--- config.mk ---
export PLATFORM = sky130hd
export DESIGN_NAME = cop_seq
export DESIGN_NICKNAME = d
export VERILOG_FILES = /design/src/rtl/cop_seq_pkg.sv /design/src/rtl/cop_seq_addr.sv /design/src/rtl/cop_seq_data.sv /design/src/rtl/cop_seq_fsm.sv /design/src/rtl/cop_seq.sv
export SDC_FILE = /design/constraint.sdc
export NUM_CORES = 1
export LEC_CHECK = 0
export ABC_CLOCK_PERIOD_IN_PS = 4000
export BUFFER_PORTS_ARGS = -buffer_cell sky130_fd_sc_hd__buf_2
export CAP_MARGIN = 20
export CORE_MARGIN = 4
export CORE_UTILIZATION = 50
export CTS_CLUSTER_SIZE = 24
export DETAILED_ROUTE_END_ITERATION = 12
export GPL_ROUTABILITY_DRIVEN = 0
export PLACE_DENSITY_LB_ADDON = 0.2
export SLEW_MARGIN = 20
export SYNTH_ARGS = -nofsm -noshare
export SYNTH_HDL_FRONTEND = slang
export SYNTH_SLANG_ARGS = --single-unit
--- constraint.sdc ---
create_clock -name clk -period 4 [get_ports clk]
set_clock_uncertainty 0.1 [all_clocks]
set_input_delay 0.4 -clock clk [delete_from_list [all_inputs] [get_ports clk]]
set_output_delay 0.4 -clock clk [all_outputs]
set_load 0.02 [all_outputs]
--- src/rtl/cop_seq_pkg.sv ---
package cop_seq_pkg;

    typedef enum logic [2:0] {
        K_TO    = 3'd0,
        K_FROM  = 3'd1,
        K_OPER  = 3'd2,
        K_LOAD  = 3'd3,
        K_STORE = 3'd4
    } kind_e;

    typedef enum logic [2:0] {
        PH_NONE  = 3'd0,
        PH_FIRST = 3'd1,
        PH_BUSY  = 3'd2,
        PH_INTR  = 3'd3,
        PH_XFER  = 3'd4,
        PH_DATA  = 3'd5
    } phase_e;

    typedef enum logic [2:0] {
        RS_READY = 3'd0,
        RS_BUSY  = 3'd1,
        RS_CANT  = 3'd2,
        RS_INC   = 3'd3,
        RS_DONE  = 3'd4
    } resp_e;

    typedef enum logic [3:0] {
        S_IDLE, S_FIRST, S_WAIT, S_POLL, S_INTR, S_UNDEF,
        S_SEND, S_RECV, S_GAP, S_XFER, S_LDATA, S_SDATA,
        S_DONE, S_IABT, S_DABT
    } state_e;

endpackage

--- src/rtl/cop_seq_addr.sv ---
module cop_seq_addr
    import cop_seq_pkg::*;
#(
    parameter int AW         = 32,
    parameter int LEGAL_BITS = 26,
    parameter int VEC_END    = 32,
    parameter int STEP       = 4
) (
    input  logic          clk,
    input  logic          rst_n,
    input  logic [AW-1:0] base_addr,
    input  logic [2:0]    kind_in,
    input  logic          accept,
    input  logic          step,
    output logic [AW-1:0] addr_q,
    output logic          addr_ok
);

    logic high_bad;
    logic vec_bad;

    generate
        if (LEGAL_BITS < AW) begin : g_high_check
            assign high_bad = |base_addr[AW-1:LEGAL_BITS];
        end else begin : g_no_high_check
            assign high_bad = 1'b0;
        end
    endgenerate

    assign vec_bad = (kind_in == K_STORE) && (base_addr < AW'(VEC_END));
    assign addr_ok = !(high_bad || vec_bad);

    always_ff @(posedge clk or negedge rst_n) begin
        if (!rst_n)      addr_q <= '0;
        else if (accept) addr_q <= base_addr;
        else if (step)   addr_q <= addr_q + AW'(STEP);
    end

    // each increment answer moves the address by one word
    a_r10_addr_step: assert property (@(posedge clk) disable iff (!rst_n)
        step |=> addr_q == $past(addr_q) + AW'(STEP));

endmodule

--- src/rtl/cop_seq_data.sv ---
module cop_seq_data #(
    parameter int DW      = 32,
    parameter int CC_BITS = 4
) (
    input  logic          clk,
    input  logic          rst_n,
    input  logic          accept,
    input  logic [DW-1:0] src_word,
    input  logic          cap,
    input  logic          force_cc,
    input  logic          sel_mem,
    input  logic [DW-1:0] mem_rdata,
    input  logic [DW-1:0] cp_rdata,
    output logic [DW-1:0] cp_wdata,
    output logic [DW-1:0] mem_wdata,
    output logic [DW-1:0] result
);

    localparam logic [DW-1:0] CC_WORD = {{CC_BITS{1'b1}}, {(DW-CC_BITS){1'b0}}};

    logic [DW-1:0] src_q;

    always_ff @(posedge clk or negedge rst_n) begin
        if (!rst_n) begin
            src_q  <= '0;
            result <= '0;
        end else begin
            if (accept)        src_q  <= src_word;
            if (cap)           result <= cp_rdata;
            else if (force_cc) result <= CC_WORD;
        end
    end

    assign cp_wdata  = sel_mem ? mem_rdata : src_q;
    assign mem_wdata = cp_rdata;

    // a refused read-back leaves the flag-preserving word
    a_r5_cc_forced: assert property (@(posedge clk) disable iff (!rst_n)
        force_cc |=> result == CC_WORD);

    // the captured coprocessor word appears on result
    a_r8_capture: assert property (@(posedge clk) disable iff (!rst_n)
        cap |=> result == $past(cp_rdata));

endmodule

--- src/rtl/cop_seq_fsm.sv ---
module cop_seq_fsm
    import cop_seq_pkg::*;
(
    input  logic       clk,
    input  logic       rst_n,
    input  logic       start,
    input  logic [2:0] kind_in,
    input  logic       addr_ok,
    input  logic [2:0] cp_resp,
    input  logic       irq_pending,
    input  logic       mem_abort,
    output logic [2:0] cp_phase,
    output logic       mem_req,
    output logic       mem_we,
    output logic       accept,
    output logic       step,
    output logic       cap,
    output logic       force_cc,
    output logic       sel_mem,
    output logic       done,
    output logic       undef_trap,
    output logic       abandon,
    output logic       abort_addr,
    output logic       abort_data
);

    state_e     state, nxt;
    logic [2:0] kind_q;
    logic       abt_q;
    logic       is_mem_in;
    logic       in_burst;
    resp_e      rsp;
    state_e     go_state;

    assign rsp       = resp_e'(cp_resp);
    assign is_mem_in = (kind_in == K_LOAD) || (kind_in == K_STORE);
    assign in_burst  = (state == S_LDATA) || (state == S_SDATA);
    assign accept    = (state == S_IDLE) && start;

    always_comb begin
        unique case (kind_q)
            K_TO:    go_state = S_SEND;
            K_FROM:  go_state = S_RECV;
            K_LOAD:  go_state = S_XFER;
            K_STORE: go_state = S_SDATA;
            default: go_state = S_DONE;
        endcase
    end

    always_ff @(posedge clk or negedge rst_n) begin
        if (!rst_n) begin
            state  <= S_IDLE;
            kind_q <= '0;
            abt_q  <= 1'b0;
        end else begin
            state <= nxt;
            if (accept) begin
                kind_q <= kind_in;
                abt_q  <= 1'b0;
            end else if (in_burst && mem_abort) begin
                abt_q  <= 1'b1;
            end
        end
    end

    always_comb begin
        nxt = state;
        unique case (state)
            S_IDLE:
                if (start) nxt = (is_mem_in && !addr_ok) ? S_IABT : S_FIRST;
            S_FIRST, S_POLL:
                if (rsp == RS_BUSY)      nxt = S_WAIT;
                else if (rsp == RS_CANT) nxt = S_UNDEF;
                else                     nxt = go_state;
            S_WAIT:  nxt = irq_pending ? S_INTR : S_POLL;
            S_SEND:  nxt = S_DONE;
            S_RECV:  nxt = S_GAP;
            S_GAP:   nxt = S_DONE;
            S_XFER:  nxt = S_LDATA;
            S_LDATA, S_SDATA:
                if (rsp != RS_INC) nxt = (abt_q || mem_abort) ? S_DABT : S_DONE;
            default: nxt = S_IDLE;
        endcase
    end

    always_comb begin
        cp_phase   = PH_NONE;
        mem_req    = 1'b0;
        mem_we     = 1'b0;
        cap        = 1'b0;
        force_cc   = 1'b0;
        sel_mem    = 1'b0;
        done       = 1'b0;
        undef_trap = 1'b0;
        abandon    = 1'b0;
        abort_addr = 1'b0;
        abort_data = 1'b0;
        unique case (state)
            S_FIRST: cp_phase = PH_FIRST;
            S_POLL:  cp_phase = PH_BUSY;
            S_INTR: begin
                cp_phase = PH_INTR;
                abandon  = 1'b1;
            end
            S_UNDEF: begin
                undef_trap = 1'b1;
                force_cc   = (kind_q == K_FROM);
            end
            S_SEND:  cp_phase = PH_DATA;
            S_RECV: begin
                cp_phase = PH_DATA;
                cap      = 1'b1;
            end
            S_XFER:  cp_phase = PH_XFER;
            S_LDATA: begin
                cp_phase = PH_DATA;
                mem_req  = 1'b1;
                sel_mem  = 1'b1;
            end
            S_SDATA: begin
                cp_phase = PH_DATA;
                mem_req  = 1'b1;
                mem_we   = 1'b1;
            end
            S_DONE:  done       = 1'b1;
            S_IABT:  abort_addr = 1'b1;
            S_DABT:  abort_data = 1'b1;
            default: ;
        endcase
    end

    assign step = in_burst && (rsp == RS_INC);

    // an accepted legal start is followed by the FIRST phase
    a_r1_first_after_accept: assert property (@(posedge clk) disable iff (!rst_n)
        (state == S_IDLE && start && (!is_mem_in || addr_ok)) |=> cp_phase == PH_FIRST);

    // every poll is preceded by a cycle with no phase
    a_r2_poll_after_gap: assert property (@(posedge clk) disable iff (!rst_n)
        (cp_phase == PH_BUSY) |-> $past(cp_phase) == PH_NONE);

    // the interrupt phase only follows a pending interrupt
    a_r3_intr_needs_irq: assert property (@(posedge clk) disable iff (!rst_n)
        (cp_phase == PH_INTR) |-> $past(irq_pending));

    // an address abort comes straight from a start
    a_r6_iabt_from_start: assert property (@(posedge clk) disable iff (!rst_n)
        abort_addr |-> $past(start));

    // a data abort only closes a memory burst
    a_r12_dabt_after_burst: assert property (@(posedge clk) disable iff (!rst_n)
        abort_data |-> $past(mem_req));

    // outcomes are mutually exclusive
    a_r13_one_outcome: assert property (@(posedge clk) disable iff (!rst_n)
        $onehot0({done, undef_trap, abandon, abort_addr, abort_data}));

endmodule

--- src/rtl/cop_seq.sv ---
module cop_seq
    import cop_seq_pkg::*;
#(
    parameter int AW         = 32,
    parameter int DW         = 32,
    parameter int LEGAL_BITS = 26,
    parameter int VEC_END    = 32,
    parameter int CC_BITS    = 4
) (
    input  logic          clk,
    input  logic          rst_n,
    input  logic          start,
    input  logic [2:0]    kind,
    input  logic [AW-1:0] base_addr,
    input  logic [DW-1:0] src_word,
    output logic [2:0]    cp_phase,
    input  logic [2:0]    cp_resp,
    output logic [DW-1:0] cp_wdata,
    input  logic [DW-1:0] cp_rdata,
    input  logic          irq_pending,
    output logic          mem_req,
    output logic          mem_we,
    output logic [AW-1:0] mem_addr,
    output logic [DW-1:0] mem_wdata,
    input  logic [DW-1:0] mem_rdata,
    input  logic          mem_abort,
    output logic [DW-1:0] result,
    output logic          done,
    output logic          undef_trap,
    output logic          abandon,
    output logic          abort_addr,
    output logic          abort_data
);

    localparam int STEP = DW / 8;

    logic accept, step, cap, force_cc, sel_mem, addr_ok;

    cop_seq_fsm u_fsm (
        .clk         (clk),
        .rst_n       (rst_n),
        .start       (start),
        .kind_in     (kind),
        .addr_ok     (addr_ok),
        .cp_resp     (cp_resp),
        .irq_pending (irq_pending),
        .mem_abort   (mem_abort),
        .cp_phase    (cp_phase),
        .mem_req     (mem_req),
        .mem_we      (mem_we),
        .accept      (accept),
        .step        (step),
        .cap         (cap),
        .force_cc    (force_cc),
        .sel_mem     (sel_mem),
        .done        (done),
        .undef_trap  (undef_trap),
        .abandon     (abandon),
        .abort_addr  (abort_addr),
        .abort_data  (abort_data)
    );

    cop_seq_addr #(
        .AW         (AW),
        .LEGAL_BITS (LEGAL_BITS),
        .VEC_END    (VEC_END),
        .STEP       (STEP)
    ) u_addr (
        .clk       (clk),
        .rst_n     (rst_n),
        .base_addr (base_addr),
        .kind_in   (kind),
        .accept    (accept),
        .step      (step),
        .addr_q    (mem_addr),
        .addr_ok   (addr_ok)
    );

    cop_seq_data #(
        .DW      (DW),
        .CC_BITS (CC_BITS)
    ) u_data (
        .clk       (clk),
        .rst_n     (rst_n),
        .accept    (accept),
        .src_word  (src_word),
        .cap       (cap),
        .force_cc  (force_cc),
        .sel_mem   (sel_mem),
        .mem_rdata (mem_rdata),
        .cp_rdata  (cp_rdata),
        .cp_wdata  (cp_wdata),
        .mem_wdata (mem_wdata),
        .result    (result)
    );

endmodule

==> results of run 1 <==
layout by cell type (no fill, tap or decap), types with 8 or more instances in the layout:
cell type	instances
a21oi_1	14
nand3_1	17
nor3_1	9
buf_2	275
o211ai_1	8
nand4_1	11
clkbuf_8	11
nand2_1	150
mux2_2	32
dfrtp_1	104
a22o_1	28
buf_4	8
o21ai_0	27
nor2_1	26
worst max-delay path, cell delays in order, from the launching register on:
cell and delay (ps):
dfrtp_1 480, inv_1 310, nand2_1 150, nor2_2 100, buf_4 360, mux2_2 380, buf_2 160
per-stage QoR:
stage          total power [mW]  utilization  instances
2_1_floorplan             3.524            -        597
3_3_place_gp              4.286       0.6237        953
3_5_place_dp              4.367       0.6244        953
4_1_cts                   5.110       0.6447        968
5_1_grt                   5.439       0.6475        970
6_report                  5.094       0.6475        970
report_power, final:
| part | switching (mW) | leakage (nW) | internal [mW] | total (mW) |
|---|---|---|---|---|
| registers | 0.463 | 1.32 | 1.51 | 1.98 |
| clock network | 0.355 | 0.112 | 0.383 | 0.738 |
| logic | 1.46 | 2.24 | 0.924 | 2.38 |
| total | 2.27 | 3.67 | 2.82 | 5.09 |
state kept, by name, summed over array words and instances (netlist names):
register	count
u_fsm.abt_q	1
u_fsm.state	4
u_addr.addr_q	32
u_data.src_q	32
u_data.result	32
u_fsm.kind_q	3
layer usage:
layer / share of wire / wire length, µm
met1: 0.40 / 6661
met2: 0.48 / 8085
met3: 0.095 / 1580
met4: 0.023 / 383
met5: 0 / 0
cell families after synthesis:
kind of cell / Yosys count / share of synthesized area
muxes: 33 / 0.06662
DFF: 104 / 0.4682
and+or+nand+nor: 258 / 0.2176
buffers and inverters: 71 / 0.07787
xor gates and xnor gates: 8 / 0.01260
adders and majority gates: 1 / 0.002250
AOI/OAI and AO/OA: 122 / 0.1549
cell type report:
class                   count  share of cell area
inverters                   4            0.002139
flip-flops and latches    104              0.3708
clock inverters             3            0.009269
repair buffers            285              0.2089
clock buffers              12             0.02210
multi-input cells         422              0.3619
well taps                 140             0.02496
path summary, 6_finish.rpt:
check / end / slack (ps) / cells after the start
worst max register to register: u_addr.addr_q[30]$_DFFE_PN0P_ / 1390 / 5
worst max-delay path: cp_wdata[0] / 1160 / 6
min in group asynchronous: u_addr.addr_q[23]$_DFFE_PN0P_ / 410 / 2
worst min-delay path: u_data.src_q[1]$_DFFE_PN0P_ / 100 / 3
max in group asynchronous: u_data.src_q[0]$_DFFE_PN0P_ / 2340 / 4
worst min register to register: u_data.src_q[7]$_DFFE_PN0P_ / 390 / 2
timing repair:
action                    CTS  global route
hold endpoints to repair    0            35
hold buffers                0             1
setup buffers               0             0
==> summary.md, run 1 <==
| Metric | Value |
|---|---|
| Ant diodes | `0` |
| Dpl ws | `1407 ps` |
| WS Path Type | `flip-flop to output port` |
| Initial Util | `0.5128` |
| Final ANT Viol Nets | `0` |
| Routed wire per std cell | `around 17 µm` |
| Overflow after GRT | `0` |
| # setup viols final | `0` |
| Fraction of layout cells with a size suffix above 1 | `0.4157` |
| Max-Cap Viols | `0` |
| Initial drt markers | `576` |
| Actual slew at the worst max-slew pin | `1108 ps` |
| Final layout net count | `966` |
| Dominant cells by area after synthesis | `dfrtp_1 (47%), nand2_1 (10%), mux2_2 (6.5%)` |
| Leak Pwr | `roughly 3.7 nW` |
| Drt via density | `5.602` |
| Row count | `38` |
| Synth Warn # | `0` |
| GR Util All Layers | `0.2578` |
| Die area | `12870 µm²` |
| Vias in the first global route | `5409` |
| Count of cell types in the netlist | `58` |
| Clock Tree Root | `clkbuf_8` |
| Final WL | `about 17000 µm` |
| Area leader, netlist | `dfrtp_1` |
| Syn Inst Count | `slightly below 600` |
| WP data arrival | `2340 ps` |
| IO Pins | `277` |
| Post-synth top area share | `0.4682` |
| Largest net degree at the start of global routing | `77` |
| First-pass GRT wire length | `26730 µm` |
| Final Max Tran Viols | `0` |
| Crit path time final | `approximately 2800 ps` |
| Drc violations | `0` |
| CTS resizes | `0` |
| Syn avg cell area | `9.312 µm²` |
| Critical Path RT | `3500 ps` |
| Die X-Extent | `approximately 110 µm` |
| Post-synth EDFFs | `0` |
| Storage element area | `2603 µm²` |
| Critical path capture point type | `output port` |
| Die Span Y | `between 100 and 150 µm` |
| R2R Path Start | `u_fsm.state[1]$_DFFE_PN0P_` |
| Filler cell count | `943` |
| Main flop type after synthesis | `dfrtp_1` |
| Top post-synthesis cells by count | `nand2_1 (150), dfrtp_1 (104), buf_4 (33), mux2_2 (32), a22o_1 (28)` |
| Multi-input gate area | `2540 µm²` |
| Total core area | `~11000 µm²` |
| Hold Vio Cnt, Final | `0` |
| HPWL after DPL | `about 12000 µm` |
| Relative slew slack | `0.2553` |
| Startpoint of the worst hold path | `src_word[1]` |
| Post-Place Cell Area | `between 6000 and 7000 µm²` |
| Crit path max fanout | `32` |
| RSZ-0062 raised after global routing | `false` |
| Ys async rst share | `1.000` |
| Most common cell in the netlist | `nand2_1` |
| Max IR drop VDD | `around 0.00041 V` |
| Post-route cell area | `7019 µm²` |
| Worst-path clk slew | `100 ps` |
| Netlist Area Pre-Place | `5559 µm²` |
| Setup TNS | `0 ps` |
| PortBufs | `276` |
| Num Clock Sinks | `104` |
| Net Count, Synth | `approximately 740` |
| Synth Register Bits | `approximately 100` |
| Number of buffers created by CTS | `9` |
| Busiest grt layer | `met2` |
| Seq/Total Area, Yosys | `0.4682` |
| Worst setup SP type | `flip-flop` |
| Fin crit share | `0.7094` |
| H-tree depth | `3` |
| Area added between synthesis and finish | `26.27%` |
| Initial antenna violation count | `0` |
| Final setup margin | `1162 ps` |
| Routing usage on met1 | `0.3314` |
| Maximum buffer depth of the clock tree | `2` |
| DR vias | `5434` |
| DRT Pass-1 Iters | `5` |
| Skew-Pair Late Insertion Delay | `380 ps` |
| Pwr per Cell Area | `725.7 nW/µm²` |
| Worst Setup SP | `u_fsm.state[0]$_DFFE_PN0P_` |
| Hold WC Path Type | `primary input to flip-flop` |
| Hold slack final | `103.5 ps` |
| Fmax | `about 350 MHz` |
| Status | `finished, final reports clean` |
| GR Layer Usage met2 | `0.4250` |
| CTS tree | `built` |
| Met3 usage | `0.05676` |
(Power assumes the default switching activity.)
==> run 2: changes to the inputs <==
--- a/config.mk
+++ b/config.mk
@@ -5,11 +5,11 @@
 export SDC_FILE = /design/constraint.sdc
 export NUM_CORES = 1
 export LEC_CHECK = 0
-export ABC_CLOCK_PERIOD_IN_PS = 4000
+export ABC_CLOCK_PERIOD_IN_PS = 2400
 export BUFFER_PORTS_ARGS = -buffer_cell sky130_fd_sc_hd__buf_2
 export CAP_MARGIN = 20
 export CORE_MARGIN = 4
-export CORE_UTILIZATION = 50
+export CORE_UTILIZATION = 42
 export CTS_CLUSTER_SIZE = 24
 export DETAILED_ROUTE_END_ITERATION = 12
 export GPL_ROUTABILITY_DRIVEN = 0
==> constraint.sdc (replaced) <==
create_clock -name clk -period 2.4 [get_ports clk]
set_clock_uncertainty 0.1 [all_clocks]
set_input_delay 0.24 -clock clk [delete_from_list [all_inputs] [get_ports clk]]
set_output_delay 0.24 -clock clk [all_outputs]
set_load 0.02 [all_outputs]
==> run 2 against run 1 <==
Effect of this change: sequential cell count is the same; critical path type unchanged; count of clock-buffer cells in the layout is the same; wire length up 7.3%; global-route usage down 3.1 points; largest cell class unchanged; sequential share of layout area is 3.2 points lower; worst setup slack got worse by 1100 ps; highest routed layer is now met5; sequential power grew 65%; clock power rose by 86%; non-clock buffer count grew 57; cell area is 9.5% higher.
==> summary.md, run 2 (synthesis gave the netlist of run 1 again) <==
| Metric | Value |
|---|---|
| CTS tree | `built` |
| Critical Path RT | `between 2000 and 2500 ps` |
| Worst-path clk slew | `70 ps` |
| Worst Setup SP | `u_fsm.state[0]$_DFFE_PN0P_` |
| Final ANT Viol Nets | `0` |
| Drc violations | `0` |
| Hold path cells | `3` |
| First-pass GRT wire length | `27140 µm` |
| Total core area | `12770 µm²` |
| Setup TNS | `0 ps` |
| Fraction of layout cells with a size suffix above 1 | `0.4216` |
| DRT Pass-1 Iters | `5` |
| Overflow after GRT | `0` |
| # setup viols final | `0` |
| R2R Path Start | `u_fsm.state[0]$_DFFE_PN0P_` |
| Switching portion of total power | `0.4395` |
| Pwr per Cell Area | `1162 nW/µm²` |
| # placed instances | `998` |
| Worst R2R Setup Slack | `about 170 ps` |
| Skew-Pair Late Insertion Delay | `340 ps` |
| Tot Pwr | `approximately 8.9 mW` |
| Die Span Y | `123.0 µm` |
| Critical path capture point type | `output port` |
| Final layout net count | `approximately 1000` |
| Die X-Extent | `around 120 µm` |
| Regs by FF count | `u_addr.addr_q x32, u_data.result x32, u_data.src_q x32` |
| Leak Pwr | `about 4.0 nW` |
| Largest net degree at the start of global routing | `53` |
| R2R cell count | `7` |
| Worst setup SP type | `flip-flop` |
| Max-Cap Viols | `0` |
| PortBufs | `between 200 and 300` |
| Final Max Tran Viols | `0` |
| WS Path Type | `flip-flop to output port` |
| Initial drt markers | `roughly 350` |
| Fin crit share | `0.9599` |
| Routed wire per std cell | `16.93 µm` |
| Maximum buffer depth of the clock tree | `2` |
| Comb power frac | `0.482` |
| Leading cell type in the layout, fill and taps excluded | `buf_2` |
| Status | `finished, final reports clean` |
| Max IR drop VDD | `between 0.0005 and 0.0006 V` |
| Switching Power | `between 3 and 4 mW` |
| Initial Util | `0.4352` |
| Hold slack final | `16.24 ps` |
| Row count | `41` |
| RSZ-0062 raised after global routing | `false` |
| H-tree depth | `3` |
| Worst Hold End | `u_fsm.kind_q[0]$_DFFE_PN0P_` |
| Clk pwr share | `0.153` |
| Layout Cells excl Fill | `between 1000 and 1500` |
| Final WL | `about 18000 µm` |
| HPWL after DPL | `12940 µm` |
| WP data arrival | `just under 2000 ps` |
| Num Clock Sinks | `104` |
| Hold WC Path Type | `primary input to flip-flop` |
| Ant diodes | `0` |
| Area added between synthesis and finish | `38.24%` |
| Seq pwr share | `0.365` |
| Drt via density | `5.340` |
| Initial antenna violation count | `1` |
| Fmax | `434.1 MHz` |
| Actual slew at the worst max-slew pin | `774.8 ps` |
| Final core occ | `0.6016` |
| Crit path max fanout | `16` |
| Die area | `15140 µm²` |
| GR Util All Layers | `0.2265` |
| Hold Vio Cnt, Final | `0` |
| Startpoint of the worst hold path | `kind[0]` |
| Clock Tree Root | `clkbuf_16` |
| Crit path time final | `2304 ps` |
| P_int | `5.006 mW` |
| DR vias | `5655` |
| Relative slew slack | `0.4823` |
| IO Pins | `277` |
| Vias in the first global route | `5546` |
| Most frequent cells in the layout | `buf_2 (275), nand2_1 (149), dfrtp_1 (101)` |
| Reg-to-Reg End | `u_addr.addr_q[29]$_DFFE_PN0P_` |
| Number of buffers created by CTS | `9` |
-- run 2: routing by layer --
layer	share of wire	up-vias	global-route usage
met5	0.00073	-	0
met4	0.021	2	0.06574
met3	0.085	34	0.06542
met2	0.50	270	0.3977
met1	0.39	2686	0.2701
li1	-	2663	-
-- run 2: layout make-up --
type | instances | area [µm²]
clock inverter | 3 | 17.52
inverter | 4 | 17.52
multi-input combinational | 422 | 2550
tap | 172 | 215.2
sequential | 104 | 2606
timing repair buffer | 342 | 2022
fill | 1108 | 5089
clock buffer | 12 | 256.5
-- run 2: timing repair --
action,CTS,global route
hold buffers,35,0
pin swaps,0,2
gates cloned,0,1
hold endpoints to repair,69,0
setup buffers,0,10
endpoints found under the setup margin,32,37
gates resized for setup,3,5
-- run 2: power groups by stage --
stage                     Sequential (mW)  Clock [mW]  Combinational [mW]
final                                3.26        1.37                4.30
after global routing                 3.37        1.49                4.66
after CTS                            3.25        1.42                4.19
after detailed placement             3.25           0                4.15
after global placement               3.24           0                4.05
after floorplan                      3.64           0                2.24
-- run 2: worst max-delay path by stage --
stage / depth (start not counted) / slack, ps / end
floorplan: 5 / 400 / u_addr.addr_q[22]$_DFFE_PN0P_
global placement: 5 / 330 / u_addr.addr_q[22]$_DFFE_PN0P_
detailed placement: 5 / 160 / u_addr.addr_q[30]$_DFFE_PN0P_
CTS: 5 / 6 / cp_wdata[21]
global route: 5 / 20 / cp_wdata[0]
finish: 6 / 100 / cp_wdata[28]
-- run 2: critical path: stages, from the launching register on --
cell	delay (ps)
dfrtp_2	480
inv_4	130
nand2_2	90
nor2_4	190
clkbuf_16	220
mux2_2	340
buf_2	160
-- run 2: stage by stage --
step                      cell area (µm²)  worst slack [ps]
after floorplan                      5559             405.0
after global placement               6937             328.1
after detailed placement             6937             155.5
after CTS                            7564             5.718
after global routing                 7685             20.37
final                                7685             96.32
==> run 3: changes to the inputs <==
--- a/config.mk
+++ b/config.mk
@@ -13,7 +13,7 @@
 export CTS_CLUSTER_SIZE = 24
 export DETAILED_ROUTE_END_ITERATION = 12
 export GPL_ROUTABILITY_DRIVEN = 0
-export PLACE_DENSITY_LB_ADDON = 0.2
+export PLACE_DENSITY = 0.84
 export SLEW_MARGIN = 20
 export SYNTH_ARGS = -nofsm -noshare
 export SYNTH_HDL_FRONTEND = slang
==> run 3 against run 2 <==
Effect of this change: register-to-register slack improved by 160 ps; critical path type unchanged; sequential cell count did not move; largest cell class unchanged; core utilization fell by 1.0 points; via count fell by 0.99%; clock power rose by 3%; die area did not move; sequential share of layout area rose by 0.54 points; largest power group unchanged; count of clock-buffer cells in the layout fell by 2; cell area fell by 1.7%; worst setup slack improved by 1.1 ps.
==> summary.md, run 3 (synthesis gave the netlist of run 1 again) <==
| Metric | Value |
|---|---|
| First-pass GRT wire length | `26840 µm` |
| Leading cell type in the layout, fill and taps excluded | `buf_2` |
| Postcts setup bufs | `0` |
| Seq pwr share | `0.367` |
| Row count | `41` |
| Ant diodes | `0` |
| Total core area | `12770 µm²` |
| PortBufs | `about 280` |
| Num Clock Sinks | `around 100` |
| H-tree depth | `3` |
| Relative slew slack | `0.5913` |
| Setup TNS | `0 ps` |
| CTS resizes | `0` |
| # placed instances | `about 1000` |
| Layout Cells excl Fill | `approximately 1000` |
| Switching Power | `3.927 mW` |
| Maximum buffer depth of the clock tree | `2` |
| Filler cell count | `1058` |
| Leak Pwr | `3.899 nW` |
| Initial Util | `0.4352` |
| R2R cell count | `6` |
| DR vias | `5599` |
| Die X-Extent | `123.0 µm` |
| HPWL after DPL | `12740 µm` |
| Clock Tree Root | `clkbuf_16` |
| Hold slack final | `13.67 ps` |
| Final Max Tran Viols | `0` |
| Initial drt markers | `549` |
| Vias in the first global route | `5303` |
| Dpl ws | `353.5 ps` |
| Initial antenna violation count | `2` |
| Die Span Y | `123.0 µm` |
| WL met3 | `between 1000 and 1500 µm` |
| Worst Setup SP | `u_fsm.state[3]$_DFFE_PN0P_` |
| Hold Vio Cnt, Final | `0` |
| Max Used Layer | `met5` |
| Met1 WL | `7313 µm` |
| Actual slew at the worst max-slew pin | `just over 600 ps` |
| Status | `finished, final reports clean` |
| Clk pwr share | `0.160` |
| Largest net degree at the start of global routing | `between 50 and 60` |
| Critical Path RT | `2060 ps` |
| Hold path cells | `3` |
| Die area | `15140 µm²` |
| # setup viols final | `0` |
| Routed wire per std cell | `between 15 and 20 µm` |
| CP endpoint | `cp_wdata[23]` |
| Drt via density | `5.337` |
| GR Util All Layers | `0.2238` |
| Fmax | `between 400 and 500 MHz` |
| Storage element area | `2603 µm²` |
| Worst R2R Setup Slack | `330 ps` |
| Tot Pwr | `8.828 mW` |
| Worst setup SP type | `flip-flop` |
| Final setup margin | `97.47 ps` |
| DRT Pass-1 Iters | `5` |
| Pwr per Cell Area | `1169 nW/µm²` |
| Crit path max fanout | `32` |
| Final ANT Viol Nets | `0` |
| P_int | `4.901 mW` |
| Max IR drop VDD | `0.0005580 V` |
| Comb power frac | `0.473` |
| Critical path capture point type | `output port` |
| Skew-Pair Late Insertion Delay | `340 ps` |
| Crit path time final | `2303 ps` |
| Fraction of layout cells with a size suffix above 1 | `0.4105` |
| Regs by FF count | `u_addr.addr_q x32, u_data.result x32, u_data.src_q x32` |
| Drc violations | `0` |
| Multi-input gate area | `2532 µm²` |
| WL met2 | `roughly 8600 µm` |
| Number of buffers created by CTS | `9` |
| Final layout net count | `1012` |
| Area added between synthesis and finish | `35.88%` |
| Worst-path clk slew | `70 ps` |
| Final WL | `17640 µm` |
| R2R Path Start | `u_addr.addr_q[2]$_DFFE_PN0P_` |
| Switching portion of total power | `0.4449` |
| RSZ-0062 raised after global routing | `false` |
| WS Path Type | `flip-flop to output port` |
| WP data arrival | `1960 ps` |
| IO Pins | `about 280` |
| Fin crit share | `0.9594` |
| Overflow after GRT | `0` |
| Max-Cap Viols | `0` |
| Most frequent cells in the layout | `buf_2 (275), nand2_1 (150), dfrtp_1 (104)` |
| CTS tree | `built` |
| Reg-to-Reg End | `u_addr.addr_q[18]$_DFFE_PN0P_` |
| Hold WC Path Type | `primary input to flip-flop` |
[run 3: cell types whose count changed in the layout (fill, tap and decap cells not counted), moves of 2 or more]
cell	delta
inv_6	+2
buf_4	-8
dfrtp_2	-3
dfrtp_1	+3
[run 3: final cells by class]
cell class,instances,area share
well taps,172,0.02849
clock buffers,10,0.03164
multi-input cells,422,0.3353
repair buffers,331,0.2524
clock inverters,6,0.005632
flip-flops and latches,104,0.3445
inverters,4,0.001988
[run 3: repair_timing]
action                                 4_1_cts  5_1_grt
endpoints found under the hold margin       71        0
setup endpoints to repair                    0        0
hold buffers                                34        0
[run 3: worst min-delay path by stage]
stage,slack [ps],start,to
2_1_floorplan,-160,rst_n,u_addr.addr_q[0]$_DFFE_PN0P_
3_3_place_gp,170,rst_n,u_data.result[22]$_DFFE_PN0P_
3_5_place_dp,170,rst_n,u_data.result[22]$_DFFE_PN0P_
4_1_cts,6,src_word[0],u_data.src_q[0]$_DFFE_PN0P_
5_1_grt,10,src_word[0],u_data.src_q[0]$_DFFE_PN0P_
6_report,10,src_word[0],u_data.src_q[0]$_DFFE_PN0P_
[run 3: power by group through the flow]
stage / Sequential (mW) / Clock, mW / Combinational, mW
after floorplan: 3.64 / 0 / 2.24
after global placement: 3.21 / 0 / 4.05
after detailed placement: 3.23 / 0 / 4.14
after CTS: 3.22 / 1.44 / 4.18
after global routing: 3.34 / 1.51 / 4.54
final: 3.24 / 1.41 / 4.17
[run 3: metrics by stage]
stage          cell area, µm²  utilization
6_report                 7553       0.5913
5_1_grt                  7553       0.5913
4_1_cts                  7553       0.5913
3_5_place_dp             6932       0.5427
3_3_place_gp             6932       0.5427
2_1_floorplan            5559            -
[run 3: routing by layer]
metal | up-vias | track usage
li1 | 2644 | -
met1 | 2659 | 0.2929
met2 | 259 | 0.3744
met3 | 33 | 0.04758
met4 | 4 | 0.06713
met5 | - | 0
[run 3: worst max-delay path: stages (launching register included)]
cell	delay [ps]
dfrtp_1	480
nand2b_1	160
nor2_2	180
buf_12	210
mux2_2	390
buf_2	170
